**src/rtl/burst_pkg.sv**
```systemverilog
package burst_pkg;

    // Burst visiting order selected by the static mode input
    typedef enum logic {
        ORD_LINEAR     = 1'b0,
        ORD_INTERLEAVE = 1'b1
    } order_e;

    localparam int unsigned DEF_BEAT_W = 2;

endpackage

```
**src/rtl/burst_mode_reg.sv**
```systemverilog
module burst_mode_reg
    import burst_pkg::*;
(
    input  logic   clk,
    input  logic   rst_n,
    input  logic   order_sel_i,
    output order_e order_q_o
);

    order_e order_d;
    order_e order_q;

    always_comb begin
        order_d = order_e'(order_sel_i);
    end

    always_ff @(posedge clk or negedge rst_n) begin
        if (!rst_n) begin
            order_q <= ORD_LINEAR;
        end else begin
            order_q <= order_d;
        end
    end

    assign order_q_o = order_q;

endmodule

```
**src/rtl/burst_beat_ctr.sv**
```systemverilog
module burst_beat_ctr #(
    parameter int unsigned BEAT_W = 2
) (
    input  logic              clk,
    input  logic              rst_n,
    input  logic              load_i,
    input  logic [BEAT_W-1:0] start_lo_i,
    input  logic              advance_i,
    output logic [BEAT_W-1:0] start_q_o,
    output logic [BEAT_W-1:0] beat_q_o
);

    localparam logic [BEAT_W-1:0] BEAT_ONE = BEAT_W'(1);

    typedef struct packed {
        logic [BEAT_W-1:0] start;
        logic [BEAT_W-1:0] beat;
    } ctr_s;

    ctr_s st_d;
    ctr_s st_q;

    always_comb begin
        st_d = st_q;
        if (load_i) begin
            st_d.start = start_lo_i;
            st_d.beat  = '0;
        end else if (advance_i) begin
            st_d.beat = st_q.beat + BEAT_ONE;   // natural wrap, no end flag
        end
    end

    always_ff @(posedge clk or negedge rst_n) begin
        if (!rst_n) begin
            st_q <= '0;
        end else begin
            st_q <= st_d;
        end
    end

    assign start_q_o = st_q.start;
    assign beat_q_o  = st_q.beat;


    reload_zero_chk: assert property (@(posedge clk) disable iff (!rst_n)
        load_i |=> (beat_q_o == '0));

endmodule

```
**src/rtl/burst_order_map.sv**
```systemverilog
module burst_order_map
    import burst_pkg::*;
#(
    parameter int unsigned BEAT_W = 2
) (
    input  order_e            order_i,
    input  logic [BEAT_W-1:0] start_i,
    input  logic [BEAT_W-1:0] beat_i,
    output logic [BEAT_W-1:0] addr_o
);

    logic [BEAT_W-1:0] lin_addr;
    logic [BEAT_W-1:0] ilv_addr;

    always_comb begin
        lin_addr = start_i + beat_i;
        ilv_addr = start_i ^ beat_i;
        addr_o   = (order_i == ORD_INTERLEAVE) ? ilv_addr : lin_addr;
    end

endmodule

```
**src/rtl/burst_addr_gen.sv**
```systemverilog
module burst_addr_gen
    import burst_pkg::*;
#(
    parameter int unsigned BEAT_W = DEF_BEAT_W
) (
    input  logic              clk,
    input  logic              rst_n,
    input  logic              load_i,
    input  logic [BEAT_W-1:0] start_lo_i,
    input  logic              advance_i,
    input  logic              order_sel_i,
    output logic [BEAT_W-1:0] addr_lo_o
);

    localparam logic [BEAT_W-1:0] ONE_LSB = BEAT_W'(1);

    order_e            order_q;
    logic [BEAT_W-1:0] start_q;
    logic [BEAT_W-1:0] beat_q;

    burst_mode_reg u_mode (
        .clk         (clk),
        .rst_n       (rst_n),
        .order_sel_i (order_sel_i),
        .order_q_o   (order_q)
    );

    burst_beat_ctr #(.BEAT_W(BEAT_W)) u_ctr (
        .clk        (clk),
        .rst_n      (rst_n),
        .load_i     (load_i),
        .start_lo_i (start_lo_i),
        .advance_i  (advance_i),
        .start_q_o  (start_q),
        .beat_q_o   (beat_q)
    );

    burst_order_map #(.BEAT_W(BEAT_W)) u_map (
        .order_i (order_q),
        .start_i (start_q),
        .beat_i  (beat_q),
        .addr_o  (addr_lo_o)
    );


    load_capture_chk: assert property (@(posedge clk) disable iff (!rst_n)
        load_i |=> (addr_lo_o == $past(start_lo_i)));


    suspend_hold_chk: assert property (@(posedge clk) disable iff (!rst_n)
        (!load_i && !advance_i && (order_e'(order_sel_i) == order_q))
        |=> $stable(addr_lo_o));


    linear_step_chk: assert property (@(posedge clk) disable iff (!rst_n)
        (!load_i && advance_i && order_q == ORD_LINEAR && !order_sel_i)
        |=> (addr_lo_o == $past(addr_lo_o) + ONE_LSB));


    interleave_first_chk: assert property (@(posedge clk) disable iff (!rst_n)
        (!load_i && advance_i && beat_q == '0 &&
         order_q == ORD_INTERLEAVE && order_sel_i)
        |=> (addr_lo_o == ($past(addr_lo_o) ^ ONE_LSB)));

endmodule

```
**config.mk**
```make
export PLATFORM = sky130hd
export DESIGN_NAME = burst_addr_gen
export DESIGN_NICKNAME = d
export VERILOG_FILES = /design/src/rtl/burst_pkg.sv /design/src/rtl/burst_mode_reg.sv /design/src/rtl/burst_beat_ctr.sv /design/src/rtl/burst_order_map.sv /design/src/rtl/burst_addr_gen.sv
export SDC_FILE = /design/constraint.sdc
export NUM_CORES = 1
export LEC_CHECK = 0
export BUFFER_PORTS_ARGS = -buffer_cell sky130_fd_sc_hd__buf_2
export CAP_MARGIN = 30
export CORE_AREA = 2 2 39 41
export DETAILED_ROUTE_END_ITERATION = 10
export DIE_AREA = 0 0 41 43
export PLACE_DENSITY_LB_ADDON = 0.15
export SLEW_MARGIN = 5
export SYNTH_ARGS = -nofsm -noshare
export SYNTH_HDL_FRONTEND = slang
export SYNTH_SLANG_ARGS = --single-unit
```
**constraint.sdc**
```tcl
create_clock -name clk -period 1.1 [get_ports clk]
set_clock_uncertainty 0.1 [all_clocks]
set_input_delay 0.22 -clock clk [delete_from_list [all_inputs] [get_ports clk]]
set_output_delay 0.22 -clock clk [all_outputs]
set_load 0.01 [all_outputs]
```
==> flow_summary.json <==
{
  "dieArea_um2": 1760,
  "yosys_register_bits": 5,
  "ys_seq_area_frac": 0.562,
  "place_area_um2": 315,
  "io_buffers": 8,
  "finalSetupViolCount": 2,
  "ir_drop_mv": 0.660,
  "place_ws_ps": -149,
  "core_um2": 1380,
  "gp_congestion": 0.674,
  "intPower_w": 0.000415,
  "grt_pass1_wl_um": 869,
  "power.leakage_nw": 0.170,
  "drc": 0,
  "synthTopCellsByArea": "dfrtp_1 (56%), xnor2_1 (12%), mux2_2 (10%)",
  "finalNonFillerCells": 48,
  "grtUsageTotal": 0.0859,
  "wl_per_cell_um": 10.1,
  "grt_max_degree": 6,
  "postSynthAreaPerCell_um2": 13.9,
  "drive_above_1_share": 0.625,
  "num_rows": 14,
  "fp.dieH_um": 43,
  "tightest_slew_ps": 252,
  "path_max_fanout": 2,
  "clk_latency_ps": 240,
  "firstDrtPassIters": 2,
  "slew_headroom": 0.831,
  "maxSlewViolCount": 0,
  "dp_cells": 42,
  "drt_wl_total_um": 486,
  "overflow": 0,
  "violations": "setup timing",
  "synth_top_area_cell": "dfrtp_1",
  "synth.most_common_cell": "dfrtp_1",
  "io_pins": 9,
  "via_per_inst": 3.65,
  "cts_sinks": 5,
  "rsz0062_at_grt": "true",
  "syn2layout_area_growth_pct": 68.5,
  "post-route-period-util": 1.35,
  "drtAntennaViolNets": 0,
  "cp_data_required_time_ps": 780,
  "ys_warn_count": 0,
  "crit_chain": "ha_2 > nor2b_4 > xnor2_2 > buf_2",
  "cts_tree": "yes",
  "clkPwrFrac": 0.385,
  "synth_cell_type_count": 9,
  "design_area_um2": 375,
  "pwr-share-comb": 0.229,
  "hold_viol_final": 0,
  "grt_pass1_vias": 199,
  "critPathMaxStageDelay_ps": 380,
  "status": "finished, violations left",
  "crit_slowest_cell": "dfrtp_1",
  "min_period_ps": 1490,
  "synthFlopType": "dfrtp_1",
  "fmax_mhz": 671,
  "cap_violations": 0,
  "clk_pin_slew_worst_paths_ps": 40,
  "antenna_cells": 0,
  "synthCells": 16,
  "hold_path_class": "input pin to flop",
  "initial_core_util": 0.161,
  "p_sw_w": 0.000133,
  "cts_root_buffer": "clkbuf_4",
  "crit_type": "flop to primary output",
  "htree_levels": 1,
  "arrival_ps": 1170,
  "cp-end-kind": "primary output",
  "cts_made_buffers": 3,
  "power.share.sequential": 0.386,
  "switching_share": 0.243,
  "start_kind": "flop",
  "synth_nets": 24,
  "antenna_found_initial": 0,
  "synth-edff-count": 0,
  "drtIter0Drc": 3,
  "nets": 41,
  "synth_common_cells": "dfrtp_1 (5), xnor2_1 (3), mux2_2 (2)",
  "netlist_area_um2": 223,
  "clock_path_buffers": 2,
  "power_density_nw_per_um2": 1460,
  "synth-async-reset-ratio": 1.00,
  "synth_top_area_frac": 0.562,
  "die_w_um": 41,
  "fin_ws_ps": -389,
  "vias": 175
}
==> power by group through the flow <==
stage          Combinational, W  Sequential, W  Clock, W
6_report               0.000125       0.000211  0.000211
5_1_grt                0.000136       0.000214  0.000234
4_1_cts                0.000128       0.000211  0.000226
3_5_place_dp           0.000104       0.000213         0
3_3_place_gp           0.000103       0.000213         0
2_1_floorplan         0.0000606       0.000213         0
==> registers in the layout, summed over array words and instances (netlist names) <==
signal,count
u_ctr.beat_q_o,2
u_ctr.start_q_o,2
u_mode.order_q_o,1
==> layer usage <==
layer  track usage  wire length, um
met5             0                0
met4         0.100                8
met3        0.0471               33
met2         0.116              269
met1        0.0787              175
==> logic make-up (layout without fill, tap and decap cells) <==
group / count (synthesis) / count (layout) / share of synthesized area
adders and majority gates: 1 / 1 / 0.0562
and+or+nand+nor: 3 / 3 / 0.0787
xor gates and xnor gates: 3 / 3 / 0.118
muxes: 2 / 2 / 0.101
DFF: 5 / 5 / 0.562
AOI/OAI and AO/OA: 2 / 2 / 0.0843
buffers and inverters: 0 / 16 / 0
==> critical path, delay by kind of cell, from the launching register on <==
kind / cells / cell delay [ps]
flip-flops: 1 / 380
adder cells (fa/ha/maj): 1 / 180
buffers and inverters: 1 / 140
AND/OR/NAND/NOR: 1 / 120
XOR/XNOR: 1 / 110
==> placed cells by master, fill, tap and decap left out, drive strengths merged <==
cell type and n:
a21bo 1, a21oi 1, buf 10, clkbuf 4
dfrtp 5, dlygate4sd3 2, ha 1, mux2 2
nand3b 1, nor2 1, nor2b 1, xnor2 3
==> metrics by stage <==
step	total power, W	setup TNS, ps	util	hold slack (ps)
after floorplan	0.000274	-101	-	-176
after global placement	0.000316	-151	0.228	-60.4
after detailed placement	0.000318	-165	0.228	-61.2
after CTS	0.000564	-682	0.271	89.5
after global routing	0.000583	-741	0.271	99.0
final	0.000548	-653	0.271	96.1
==> path summary, 6_finish.rpt <==
check                                           to               start  slack, ps  cells past startpoint
worst min register to register  u_ctr.start_q_o[0]  u_ctr.start_q_o[0]        430                      1
min in group asynchronous        u_ctr.beat_q_o[0]               rst_n        220                      2
worst max register to register   u_ctr.beat_q_o[1]   u_ctr.beat_q_o[0]         70                      3
worst max-delay path                  addr_lo_o[1]   u_ctr.beat_q_o[0]       -390                      4
max in group asynchronous       u_ctr.start_q_o[1]               rst_n        550                      2
worst min-delay path             u_ctr.beat_q_o[1]              load_i        100                      2
==> timing repair <==
action,4_1_cts,5_1_grt
resized for setup,1,1
setup endpoints to repair,2,4
hold endpoints to repair,6,0
pin swaps,2,5
buffers inserted,1,1
hold buffers,2,0
==> layout make-up <==
| type | instances | area (um2) |
|---|---|---|
| multi-input combinational | 11 | 123 |
| sequential | 5 | 125 |
| tap | 16 | 20.0 |
| timing repair buffer | 12 | 81.3 |
| fill | 154 | 1010 |
| clock buffer | 4 | 26.3 |
Power figures use the tool's default switching activity.
